<file path="src/rtl/ioapic_win_pkg.sv">
package ioapic_win_pkg;

    localparam int ADDR_W  = 12;
    localparam int DATA_W  = 32;
    localparam int ENTRY_W = 64;
    localparam int IDX_W   = 7;

    localparam logic [7:0] OFF_SEL = 8'h00;
    localparam logic [7:0] OFF_WIN = 8'h10;
    localparam logic [7:0] OFF_EOI = 8'h40;

    localparam logic [7:0] SEL_ID  = 8'h00;
    localparam logic [7:0] SEL_VER = 8'h01;
    localparam logic [7:0] SEL_ARB = 8'h02;
    localparam logic [7:0] SEL_TBL = 8'h10;

    localparam int ID_LSB   = 24;
    localparam int ID_W     = 4;
    localparam int BIT_DLVS = 12;
    localparam int BIT_RIRR = 14;
    localparam int BIT_TRIG = 15;

    localparam logic [ENTRY_W-1:0] RW_MASK     = 64'hFF00_0000_0001_AFFF;
    localparam logic [ENTRY_W-1:0] RO_MASK     = 64'h0000_0000_0000_5000;
    localparam logic [ENTRY_W-1:0] RESET_ENTRY = 64'h0000_0000_0001_0000;

    typedef enum logic [1:0] {SZ_1 = 2'd0, SZ_2 = 2'd1, SZ_4 = 2'd2, SZ_RSV = 2'd3} bus_size_e;

    typedef enum logic [2:0] {TGT_NONE, TGT_ID, TGT_VER, TGT_ARB, TGT_TBL} win_tgt_e;

    typedef struct packed {
        logic             hit_sel;
        logic             hit_win;
        logic             hit_eoi;
        win_tgt_e         tgt;
        logic             hi;
        logic [IDX_W-1:0] idx;
    } dec_t;

    function automatic logic [ENTRY_W-1:0] merge_entry(
        input logic [ENTRY_W-1:0] old_e,
        input logic [DATA_W-1:0]  half,
        input logic               hi
    );
        logic [ENTRY_W-1:0] n;
        n = hi ? {half, old_e[31:0]} : {old_e[63:32], half};
        n = (n & RW_MASK) | (old_e & RO_MASK);
        if (!n[BIT_TRIG]) begin
            n[BIT_RIRR] = 1'b0;
        end
        return n;
    endfunction

endpackage

</file>
<file path="src/rtl/ioapic_win_decode.sv">
module ioapic_win_decode
    import ioapic_win_pkg::*;
#(
    parameter int NUM_PINS = 24
) (
    input  logic [7:0] off,
    input  logic [7:0] sel,
    output dec_t       dec
);
    logic [7:0] tbl_off;

    always_comb begin
        tbl_off     = sel - SEL_TBL;
        dec         = '0;
        dec.tgt     = TGT_NONE;
        dec.hit_sel = (off == OFF_SEL);
        dec.hit_win = (off == OFF_WIN);
        dec.hit_eoi = (off == OFF_EOI);
        dec.hi      = sel[0];
        dec.idx     = tbl_off[7:1];
        case (sel)
            SEL_ID:  dec.tgt = TGT_ID;
            SEL_VER: dec.tgt = TGT_VER;
            SEL_ARB: dec.tgt = TGT_ARB;
            default: begin
                if (sel >= SEL_TBL && int'(tbl_off[7:1]) < NUM_PINS) begin
                    dec.tgt = TGT_TBL;
                end
            end
        endcase
    end
endmodule

</file>
<file path="src/rtl/ioapic_redir_table.sv">
module ioapic_redir_table
    import ioapic_win_pkg::*;
#(
    parameter int NUM_PINS = 24,
    localparam int PIN_W   = $clog2(NUM_PINS)
) (
    input  logic              clk,
    input  logic              rst,
    input  logic              wr_en,
    input  logic [PIN_W-1:0]  wr_idx,
    input  logic              wr_hi,
    input  logic [DATA_W-1:0] wr_half,
    input  logic              st_en,
    input  logic [PIN_W-1:0]  st_pin,
    input  logic              st_dlvs,
    input  logic              st_rirr,
    input  logic [PIN_W-1:0]  rd_idx,
    input  logic              rd_hi,
    output logic [DATA_W-1:0] rd_half
);
    logic [ENTRY_W-1:0] tbl [NUM_PINS];

    for (genvar p = 0; p < NUM_PINS; p++) begin : g_entry
        always_ff @(posedge clk) begin
            if (rst) begin
                tbl[p] <= RESET_ENTRY;
            end else if (wr_en && wr_idx == PIN_W'(p)) begin
                tbl[p] <= merge_entry(tbl[p], wr_half, wr_hi);
            end else if (st_en && st_pin == PIN_W'(p)) begin
                tbl[p][BIT_DLVS] <= st_dlvs;
                tbl[p][BIT_RIRR] <= st_rirr;
            end
        end
    end

    always_comb begin
        rd_half = '0;
        if (int'(rd_idx) < NUM_PINS) begin
            rd_half = rd_hi ? tbl[rd_idx][63:32] : tbl[rd_idx][31:0];
        end
    end


    edge_rirr_clr_chk: assert property (@(posedge clk) disable iff (rst)
        wr_en |=> (tbl[$past(wr_idx)][BIT_TRIG] || !tbl[$past(wr_idx)][BIT_RIRR]));


    ro_dlvs_keep_chk: assert property (@(posedge clk) disable iff (rst)
        wr_en |=> (tbl[$past(wr_idx)][BIT_DLVS] == $past(tbl[wr_idx][BIT_DLVS])));


    st_update_chk: assert property (@(posedge clk) disable iff (rst)
        (st_en && !(wr_en && wr_idx == st_pin)) |=>
            (tbl[$past(st_pin)][BIT_DLVS] == $past(st_dlvs)));
endmodule

</file>
<file path="src/rtl/ioapic_reg_window.sv">
module ioapic_reg_window
    import ioapic_win_pkg::*;
#(
    parameter int          NUM_PINS = 24,
    parameter logic [7:0]  VERSION  = 8'h20,
    localparam int         PIN_W    = $clog2(NUM_PINS)
) (
    input  logic               clk,
    input  logic               rst,
    input  logic               bus_req,
    input  logic               bus_we,
    input  logic [ADDR_W-1:0]  bus_addr,
    input  logic [1:0]         bus_size,
    input  logic [DATA_W-1:0]  bus_wdata,
    output logic [DATA_W-1:0]  bus_rdata,
    output logic               bus_rvalid,
    input  logic               st_en,
    input  logic [PIN_W-1:0]   st_pin,
    input  logic               st_dlvs,
    input  logic               st_rirr,
    output logic               svc_req,
    output logic [PIN_W-1:0]   svc_pin,
    output logic               eoi_valid,
    output logic [7:0]         eoi_vector
);
    localparam logic [DATA_W-1:0] VER_WORD = {8'h00, 8'(NUM_PINS - 1), 8'h00, VERSION};
    localparam logic              EOI_ON   = (VERSION == 8'h20);

    logic [7:0]        sel_q;
    logic [ID_W-1:0]   id_q;
    dec_t              dec;
    logic              win4;
    logic              tbl_wr;
    logic              eoi_hit;
    logic [DATA_W-1:0] tbl_half;
    logic [DATA_W-1:0] rd_mux;
    logic [PIN_W-1:0]  tbl_idx;
    logic              unused_bits;

    assign unused_bits = ^{bus_addr[ADDR_W-1:8], dec.idx};

    ioapic_win_decode #(.NUM_PINS(NUM_PINS)) dec_i (
        .off (bus_addr[7:0]),
        .sel (sel_q),
        .dec (dec)
    );

    assign win4    = (bus_size == SZ_4);
    assign tbl_idx = dec.idx[PIN_W-1:0];
    assign tbl_wr  = bus_req && bus_we && dec.hit_win && win4 && dec.tgt == TGT_TBL;
    assign eoi_hit = bus_req && bus_we && dec.hit_eoi && win4 && EOI_ON;

    ioapic_redir_table #(.NUM_PINS(NUM_PINS)) tbl_i (
        .clk     (clk),
        .rst     (rst),
        .wr_en   (tbl_wr),
        .wr_idx  (tbl_idx),
        .wr_hi   (dec.hi),
        .wr_half (bus_wdata),
        .st_en   (st_en),
        .st_pin  (st_pin),
        .st_dlvs (st_dlvs),
        .st_rirr (st_rirr),
        .rd_idx  (tbl_idx),
        .rd_hi   (dec.hi),
        .rd_half (tbl_half)
    );

    always_comb begin
        rd_mux = '0;
        if (dec.hit_sel) begin
            rd_mux = {24'h0, sel_q};
        end else if (dec.hit_win && win4) begin
            case (dec.tgt)
                TGT_ID, TGT_ARB: rd_mux = {4'h0, id_q, 24'h0};
                TGT_VER:         rd_mux = VER_WORD;
                TGT_TBL:         rd_mux = tbl_half;
                default:         rd_mux = '0;
            endcase
        end
    end

    always_ff @(posedge clk) begin
        if (rst) begin
            sel_q      <= '0;
            id_q       <= '0;
            bus_rdata  <= '0;
            bus_rvalid <= 1'b0;
            svc_req    <= 1'b0;
            svc_pin    <= '0;
            eoi_valid  <= 1'b0;
            eoi_vector <= '0;
        end else begin
            bus_rvalid <= bus_req && !bus_we;
            if (bus_req && !bus_we) begin
                bus_rdata <= rd_mux;
            end
            if (bus_req && bus_we && dec.hit_sel) begin
                sel_q <= bus_wdata[7:0];
            end
            if (bus_req && bus_we && dec.hit_win && win4 && dec.tgt == TGT_ID) begin
                id_q <= bus_wdata[ID_LSB +: ID_W];
            end
            svc_req <= tbl_wr;
            if (tbl_wr) begin
                svc_pin <= tbl_idx;
            end
            eoi_valid <= eoi_hit;
            if (eoi_hit) begin
                eoi_vector <= bus_wdata[7:0];
            end
        end
    end


    svc_after_wr_chk: assert property (@(posedge clk) disable iff (rst)
        tbl_wr |=> (svc_req && svc_pin == $past(tbl_idx)));


    svc_only_wr_chk: assert property (@(posedge clk) disable iff (rst)
        svc_req |-> $past(tbl_wr));


    eoi_fwd_chk: assert property (@(posedge clk) disable iff (rst)
        eoi_hit |=> (eoi_valid && eoi_vector == $past(bus_wdata[7:0])));


    win_size_chk: assert property (@(posedge clk) disable iff (rst)
        (bus_req && bus_we && dec.hit_win && !win4) |=> (!svc_req && $stable(id_q)));


    rd_latency_chk: assert property (@(posedge clk) disable iff (rst)
        (bus_req && !bus_we) |=> bus_rvalid);
endmodule

</file>
<file path="config.mk">
export PLATFORM = sky130hd
export DESIGN_NAME = ioapic_reg_window
export DESIGN_NICKNAME = d
export VERILOG_FILES = /design/src/rtl/ioapic_win_pkg.sv /design/src/rtl/ioapic_win_decode.sv /design/src/rtl/ioapic_redir_table.sv /design/src/rtl/ioapic_reg_window.sv
export SDC_FILE = /design/constraint.sdc
export NUM_CORES = 1
export LEC_CHECK = 0
export BUFFER_PORTS_ARGS = -buffer_cell sky130_fd_sc_hd__buf_2
export CAP_MARGIN = 20
export CELL_PAD_IN_SITES_DETAIL_PLACEMENT = 1
export CELL_PAD_IN_SITES_GLOBAL_PLACEMENT = 2
export CORE_MARGIN = 4
export CORE_UTILIZATION = 40
export CTS_CLUSTER_DIAMETER = 100
export DETAILED_ROUTE_END_ITERATION = 16
export PLACE_DENSITY = 0.78
export SLEW_MARGIN = 40
export SYNTH_ARGS = -nofsm -noshare
export SYNTH_HDL_FRONTEND = slang
export SYNTH_HIERARCHICAL = 1
export SYNTH_SLANG_ARGS = --single-unit
</file>
<file path="constraint.sdc">
create_clock -name clk -period 4.1 [get_ports clk]
set_clock_uncertainty 0.1 [all_clocks]
set_input_delay 0.615 -clock clk [delete_from_list [all_inputs] [get_ports clk]]
set_output_delay 0.615 -clock clk [all_outputs]
set_load 0.1 [all_outputs]
</file>
# --- Yosys cells after proc, flatten, opt, wreduce, memory -nomap -nowiden ---
# Memory sizes are Yosys's and may differ from the RTL's.
# Cells that the tools add are included.
op_classes:
  n_addsub: 1
  magnitude_cmp: 3
  eq_ne: 55
  mux: 345
  n_bitwise: 96
  n_reduce_logical: 65
ops:
  columns: ["cell", "count"]
  rows:
  - ["two-way mux 64 bit", 48]
  - ["OR 64 x 15 -> 64 bit", 24]
  - ["two-way mux 1 bit", 290]
  - ["two-way mux 32 bit", 4]
  - ["case mux 32 bit (3 select lines)", 1]
  - ["equality test 5 x 4 -> 1 bit (second input constant)", 16]
  - ["equality test 5 bit (second input constant)", 16]
  - ["OR 1 bit", 72]
  - ["logical AND 1 bit", 59]
  - ["equality test 5 x 3 -> 1 bit (second input constant)", 8]
  - ["equality test 5 x 2 -> 1 bit (second input constant)", 4]
  - ["zero test 8 bit", 2]
  - ["equality test 5 x 1 -> 1 bit (second input constant)", 2]
  - ["zero test 5 bit", 2]
  - ["case mux 3 bit (3 select lines)", 1]
  - ["equality test 8 x 1 -> 1 bit (second input constant)", 1]
  - ["equality test 8 x 2 -> 1 bit (second input constant)", 1]
  - ["equality test 8 x 5 -> 1 bit (second input constant)", 1]
  - ["equality test 8 x 7 -> 1 bit (second input constant)", 1]
  - ["greater-or-equal comparator 8 x 5 -> 1 bit (second input constant)", 1]
  - ["subtractor 8 x 5 -> 8 bit (second input constant)", 1]
  - ["< comparator 7 x 5 -> 1 bit (second input constant)", 1]
  - ["equality test 3 x 2 -> 1 bit (second input constant)", 2]
  - ["< comparator 5 bit (second input constant)", 1]
  - ["6 further kinds", 6]
word_totals:
  regBits: 60
  mem_bits_rw: 1536
  out_inout_bits: 48
  word_cells: 574
  memories: 1
mem_list:
  columns: ["memory", "words", "word_bits", "rd", "rd_clocked_by_memory_dff", "write_ports", "line", "source"]
  rows:
  - ["tbl_i.tbl", 24, 64, 25, 0, 24, "ioapic_redir_table.sv:21", "logic [ENTRY_W-1:0] tbl [NUM_PINS];"]

# --- Depth between registers and ports, before layout ---
# Gate-level depths: netlist of the first run.
depth:
  depth_word: 13
  ltp_mapped: 13

# --- By module ---
# The synthesis of the first run kept the hierarchy.
modules_own_cells:
  columns: ["module", "n_inst", "cells_each", "area_each_um2"]
  rows:
  - ["ioapic_redir_table", 1, 2127, 27716.6]
  - ["ioapic_reg_window", 1, 279, 2514.9]
  - ["ioapic_win_decode", 1, 30, 197.7]

# --- Least setup slack after synthesis of the first run ---
# No wires, ideal clock.
synth_path:
  path_kind: "register -> register"
  from: "register sel_q[4]"
  to: "memory tbl_i.tbl[0][0], enable pin"
  setup_time_ps: 384
  arrival_time_ps: 3599
  required_ps: 3616
  setup_slack_ps: 17
  stages_incl_launch_ff: 13
  path_buffers: 1
  synth_period_minus_slack_ps: 4083
  path_cell_list: "dfxtp_1 > inv_1 > ha_1 > or2_1 > o21ai_1 > a22o_1 > nand2_1 > nor4_4 > buf_2 > or4b_1 > nor3_1 > nor2_1 > nor2_1"
synth_lines:
  columns: ["item", "line", "source"]
  rows:
  - ["start: declaration", "ioapic_reg_window.sv:29", "logic [7:0] sel_q;"]
  - ["start signal: assignment", "ioapic_reg_window.sv:99", "sel_q <= bus_wdata[7:0];"]
  - ["end: declaration", "ioapic_redir_table.sv:21", null]

==> summary.md, run 1 <==
| Metric | Value |
|---|---|
| Status | `finished clean` |
| Pwr per Cell Area | `between 400 and 500 mW/mm^2` |
| Placed inst area | `about 0.033 sq mm` |
| Critical Path Fanout Max | `19` |
| Nets@finish | `approximately 2.6k` |
| Static Leak | `0.0111 uW` |
| Via-per-instance ratio | `5.82` |
| Resize count post-CTS | `0` |
| Max Buffers Root-to-Sink | `3` |
| Fmax | `268 MHz` |
| Critical-path cell list | `inv_1, ha_1, or2_1, o21ai_1, a22o_1, nand2_1, nor4_4, buf_12, nor4bb_1, buf_4, nor2b_1, nor2_1, nor2_1, buf_12` |
| Post-detail-place hpwl | `64,600 um` |
| Global-route wire length before repair | `143,000 um` |
| Max Cap Viol | `0` |
| Worst Setup End Kind | `flop` |
| RSZ-0062 raised after global routing | `no` |
| Dpl cells | `3,415` |
| Total power after layout | `14,700 uW` |
| Antenna violations before repair | `3` |
| Critical Path Source | `sel_q[4]` |
| Setup_tns | `0 ns` |
| Yosys warning total | `6` |
| Initial cell density of the core | `between 40 and 50%` |
| Latest clock arrival within the worst-skew pair | `approximately 0.62 ns` |
| Routed WL | `between 90,000 and 100,000 um` |
| Max Slew Vio Count | `0` |
| CTS HTree Levels | `3` |
| Min-delay worst type | `primary input to flop` |
| Crit-path max cell delay | `0.43 ns` |
| P_sw | `around 3200 uW` |
| Root Driver | `clkbuf_16` |
| CP max stage cell | `dfxtp_1` |
| FP Rows | `100` |
| Max rail drop VDD | `317 uV` |
| Post-route antenna net violation count | `0` |
| Final Cycle Share | `between 90% and 100%` |
| Core area | `0.0749 sq mm` |
| Internal power | `roughly 11,000 uW` |
| Endpoints failing setup | `0` |
| Post-synthesis average cell area | `12.5 sq um` |
| Initial DRT Pass Iterations | `5` |
| Number of buffers created by CTS | `72` |
| Gpl congestion | `0.855` |
| Non-filler cells, final | `3,545` |
| Startpoint Class | `flop` |
| Routed len/inst | `27.1 um` |
| Die ar. | `between 0.08 and 0.09 sq mm` |
| Gr ovfl total | `0` |
| IO buf count | `92` |
| Critical path class | `flop to flop` |
| DRC violations left | `0` |
| Die Ht | `roughly 280 um` |
| RR Startpoint | `sel_q[4]` |
| Worst Tran Pin Value | `0.849 ns` |
| Hold Path Origin | `bus_wdata[24]` |
| WP data arrival | `3.95 ns` |
| Hold_buf cts | `0` |
| Worst-path clk slew | `0.06 ns` |
| Clock tree sinks | `660` |
| Fillers | `7,706` |
| Synth Instances | `2,434` |
| Final min period | `~3.7 ns` |
| Vias in the first global route | `21.9k` |
| Final hold violations | `0` |
| Post-CTS setup repair buffer count | `0` |
| CTS tree | `done` |
| Slew Limit Headroom | `between 40% and 50%` |
| Largest net degree at the start of global routing | `~100` |
| Die X | `284 um` |
| DR iter-0 viols | `2,157` |
| Layout cells sized above 1 | `20.1%` |
| IO Count | `106` |
| Routed vias | `between 20k and 25k` |
| Tot GR Track Use | `23.5%` |
| Final instance area | `0.0348 sq mm` |
| Required @ worst endpoint | `4.32 ns` |
| Seq pwr share | `52.5%` |
| Mapped Area | `0.0304 sq mm` |
| Layout area overhead | `14.5%` |
| Clk pwr share | `43.0%` |
| Sw Ratio | `around 22%` |
| Combinational share of power | `4.5%` |
==> power groups by stage <==
stage | clock [uW] | combinational (uW) | sequential [uW]
2_1_floorplan | 0 | 351 | 7850
3_3_place_gp | 0 | 642 | 7830
3_5_place_dp | 0 | 664 | 7860
4_1_cts | 6450 | 667 | 7720
5_1_grt | 6720 | 709 | 7740
6_report | 6330 | 665 | 7720
==> placed cells by master, fill, tap and decap left out, drive strengths merged, types with 4 or more instances in the layout <==
| cell type | n |
|---|---|
| nor4 | 16 |
| mux2 | 13 |
| o211ai | 30 |
| and2 | 15 |
| or2 | 25 |
| edfxtp | 600 |
| nand3b | 14 |
| clkinv | 25 |
| nand2b | 56 |
| a2bb2oi | 12 |
| dfxtp | 60 |
| nor2 | 604 |
| a21oi | 74 |
| nand3 | 54 |
| or3b | 6 |
| a22oi | 21 |
| nand2 | 104 |
| clkbuf | 95 |
| nor2b | 17 |
| o21ai | 51 |
| nand4 | 21 |
| conb | 7 |
| nor3b | 10 |
| bufinv | 4 |
| and3 | 4 |
| a221oi | 14 |
| buf | 247 |
| nor3 | 26 |
| nand4b | 6 |
| a22o | 23 |
| mux2i | 140 |
| inv | 32 |
| and3b | 7 |
| a211oi | 14 |
| mux4 | 100 |
==> worst max-delay path, delay by kind of cell, from the launching register on <==
kind,cells,cell delay (ns)
buffers and inverters,4,0.76
and+or+nand+nor,7,1.52
adders and majority gates,1,0.26
AOI/OAI and AO/OA,2,0.30
DFF,1,0.43
==> layer usage <==
layer | track usage (%) | vias up | wire (um) | share of wire [%]
li1 | - | 8981 | - | -
met1 | 31.6 | 10800 | 40000 | 42
met2 | 39.1 | 680 | 46900 | 49
met3 | 3.49 | 162 | 5900 | 6.1
met4 | 8.28 | 2 | 3290 | 3.4
met5 | 0 | - | 13 | 0.014
==> per-stage QoR <==
stage                     util (%)  hold slack, ns  setup WS, ns
after floorplan                  -           0.348        0.0424
after global placement        43.3           0.342         0.288
after detailed placement      43.4           0.353         0.285
after CTS                     46.5           0.163         0.414
after global routing          46.5           0.202         0.110
final                         46.5           0.184         0.371
==> path summary, 6_finish.rpt <==
kind | end | slack, ns | cells after the start
setup reg to reg | tbl_i/tbl[10][11] | 0.37 | 14
hold reg to reg | bus_rdata[16] | 0.35 | 2
hold / removal | id_q[0] | 0.18 | 3
setup / recovery | tbl_i/tbl[10][11] | 0.37 | 14
==> layout make-up <==
type / count / area [sq um] / share of cell area, %
Clock buffer: 95 / 1960 / 5.63
Tap cell: 969 / 1210 / 3.48
Clock inverter: 34 / 317 / 0.909
Antenna cell: 1 / 2.50 / 0.00719
Sequential cell: 660 / 19200 / 55.2
Inverter: 30 / 113 / 0.323
Timing Repair Buffer: 247 / 1900 / 5.45
Multi-Input combinational cell: 1509 / 10100 / 29.0
==> sequential cells by signal, indices dropped and copies added, names as in the netlist <==
register / cells
bus_rdata: 32
bus_rvalid: 1
eoi_valid: 1
eoi_vector: 8
id_q: 4
sel_q: 8
svc_pin: 5
svc_req: 1
tbl_i/tbl: 600
Note: power is estimated with default switching activity, not from simulation.
==> inputs of run 2 (changes only) <==
Settings changed: ABC_AREA from default to 1, CORE_ASPECT_RATIO from default to 1.1, CORE_UTILIZATION 40 to 35, PLACE_DENSITY 0.78 to 0.76, SLEW_MARGIN 40 to 30.
==> run 2 against run 1 <==
Against the previous run:
- synthesized cell count is 51% higher
- count of clock-buffer cells in the layout is 4 higher
- register-to-register slack hardly changed
- sequential share of layout area is 2.2 points lower
- die area is 20% higher
- maximum frequency is 0.12% lower
==> summary.md, run 2 <==
| Metric | Value |
|---|---|
| Gr ovfl total | `0 (unchanged)` |
| Antenna violations before repair | `1 (-2)` |
| Via-per-instance ratio | `5.07 (-13%)` |
| Startpoint Class | `flop` |
| Gpl congestion | `0.799 (-6.5%)` |
| Vias in the first global route | `26.0k (+19%)` |
| Core area | `0.0910 sq mm (+21%)` |
| Root Driver | `clkbuf_16` |
| Critical Path Fanout Max | `14 (-5)` |
| Dpl ws | `0.369 ns (+0.0832 ns)` |
| CP max stage cell | `nor2_2` |
| Die ar. | `0.0965 sq mm (+20%)` |
| Initial DRT Pass Iterations | `5 (unchanged)` |
| Final hold violations | `0 (unchanged)` |
| Clock tree sinks | `660 (unchanged)` |
| Worst Setup End Kind | `flop` |
| Clk pwr share | `44.2% (+1.2 points)` |
| Die Ht | `325 um (+15%)` |
| Number of buffers created by CTS | `78 (+8.3%)` |
| WP data arrival | `3.94 ns (about the same)` |
| Max reg flops | `600 (unchanged)` |
| Min-delay worst type | `primary input to flop` |
| Final worst slack | `0.367 ns (-0.00436 ns)` |
| IO buf count | `92 (unchanged)` |
| Most common cell after layout, fill and taps aside | `nor2_1` |
| Final Cycle Share | `91.0% (+0.11 points)` |
| Required @ worst endpoint | `4.31 ns (about the same)` |
| Pwr per Cell Area | `406 mW/mm^2 (-3.9%)` |
| Final instance area | `0.0363 sq mm (+4.1%)` |
| Synth Instances | `3,669 (+51%)` |
| Combinational share of power | `4.4% (about the same)` |
| Post-route antenna net violation count | `0 (unchanged)` |
| Tot GR Track Use | `21.6% (-2.0 points)` |
| CTS tree | `done` |
| Routed WL | `104,000 um (+8.2%)` |
| Most common cell on crit path | `inv_1` |
| Post-CTS setup repair buffer count | `0 (unchanged)` |
| Critical-path cell list | `inv_2, ha_1, nand4_1, nor2_1, nor2_2, nand2_1, inv_2, nand2_2, inv_1, inv_1, nor2_2, inv_1, nor2_2, nand2_1, nand2_1, inv_1, nor2_1, buf_4` |
| FP Rows | `116 (+16%)` |
| Yosys warning total | `6 (unchanged)` |
| Core Util, Final | `39.8% (-6.6 points)` |
| DRC violations left | `0 (unchanged)` |
| P_sw | `3330 uW (+2.6%)` |
| Seq pwr share | `51.3% (-1.2 points)` |
| Global-route wire length before repair | `158,000 um (+11%)` |
| Latest clock arrival within the worst-skew pair | `0.63 ns (about the same)` |
| CTS HTree Levels | `3 (unchanged)` |
| Setup_tns | `0 ns (unchanged)` |
| IO Count | `106 (unchanged)` |
| Hold_buf cts | `0 (unchanged)` |
| Static Leak | `0.0149 uW (+35%)` |
| Largest net degree at the start of global routing | `136 (+35%)` |
| Mapped Area | `0.0321 sq mm (+5.4%)` |
| Antenna diode count | `0 (-1)` |
| Endpoints failing setup | `0 (unchanged)` |
| Post-detail-place hpwl | `69,600 um (+7.7%)` |
| Initial cell density of the core | `35.2% (-5.3 points)` |
| Max Buffers Root-to-Sink | `3 (unchanged)` |
| Biggest register | `tbl_i/tbl` |
| Critical path class | `flop to flop` |
| Slew Limit Headroom | `38.9% (-4.6 points)` |
| Worst Tran Pin Value | `0.916 ns (+0.0675 ns)` |
| Most frequent cells in the layout | `nor2_1 (807), nand2_1 (770), edfxtp_1 (600)` |
| Fmax | `268 MHz (-0.12%)` |
| Sw Ratio | `22.6% (+0.55 points)` |
| Crit-path max cell delay | `0.49 ns (+0.06 ns)` |
| Routed len/inst | `21.0 um (-23%)` |
| DR iter-0 viols | `1,617 (-25%)` |
| Final min period | `3.73 ns (+0.00436 ns)` |
| Max Slew Vio Count | `0 (unchanged)` |
| Status | `finished clean` |
| Resize count post-CTS | `0 (unchanged)` |
| Internal power | `11,400 uW (-0.61%)` |
| RSZ-0062 raised after global routing | `no` |
| Routed vias | `25.1k (+22%)` |
| Die X | `297 um (+4.5%)` |
| Layout area overhead | `13.1%` |
| Top flop regs | `tbl_i/tbl (600), bus_rdata (32)` |
| Nets@finish | `3,779 (+46%)` |
| Placed inst area | `0.0339 sq mm (+4.2%)` |
| Max rail drop VDD | `251 uV (-21%)` |
| Max Cap Viol | `0 (unchanged)` |
| Worst-path clk slew | `0.06 ns (about the same)` |
| Post-synthesis average cell area | `8.74 sq um (-30%)` |
| Layout cells sized above 1 | `10.2% (-9.9 points)` |
-- run 2: routing by layer --
metal	GRT usage (%)	part of all wire, %	wire length, um
met1	28.2	43	45200
met5	0	0	0
met3	2.78	4.2	4380
met2	37.5	50	51900
met4	5.96	2.4	2480
-- run 2: worst max-delay path, delay by kind of cell (launching register included) --
family,cells,cell delay [ns]
flip-flops,1,0.36
adder cells (fa/ha/maj),1,0.24
AND/OR/NAND/NOR,10,1.77
buffers and inverters,7,0.92
-- run 2: area by class of cell --
| cell class | instances | area, sq um |
|---|---|---|
| Clock buffer | 99 | 2100 |
| Clock inverter | 37 | 246 |
| Fill cell | 10600 | 54800 |
| Inverter | 396 | 1500 |
| Multi-Input combinational cell | 2350 | 10100 |
| Sequential cell | 660 | 19200 |
| Tap cell | 1180 | 1480 |
| Timing Repair Buffer | 233 | 1640 |
-- run 2: stage by stage --
stage	total power [uW]	std cells	hold WS, ns
finish	14700	4955	0.200
global route	15300	4955	0.191
CTS	14900	4955	0.161
detailed placement	8360	4819	0.353
global placement	8340	4819	0.351
floorplan	8070	3675	0.341
-- run 2: worst paths after layout --
path            startpoint          endpoint  slack (ns)  cells past startpoint
max reg2reg       sel_q[4]  tbl_i/tbl[5][13]        0.37                     18
min reg2reg  bus_rdata[22]     bus_rdata[22]        0.36                      2
min           bus_wdata[0]     eoi_vector[0]        0.20                      3
max               sel_q[4]  tbl_i/tbl[5][13]        0.37                     18
-- run 2: power by group through the flow --
| stage | sequential (uW) | clock [uW] | combinational (uW) |
|---|---|---|---|
| 2_1_floorplan | 7720 | 0 | 351 |
| 3_3_place_gp | 7690 | 0 | 644 |
| 3_5_place_dp | 7700 | 0 | 654 |
| 4_1_cts | 7560 | 6700 | 658 |
| 5_1_grt | 7580 | 6990 | 722 |
| 6_report | 7560 | 6510 | 651 |
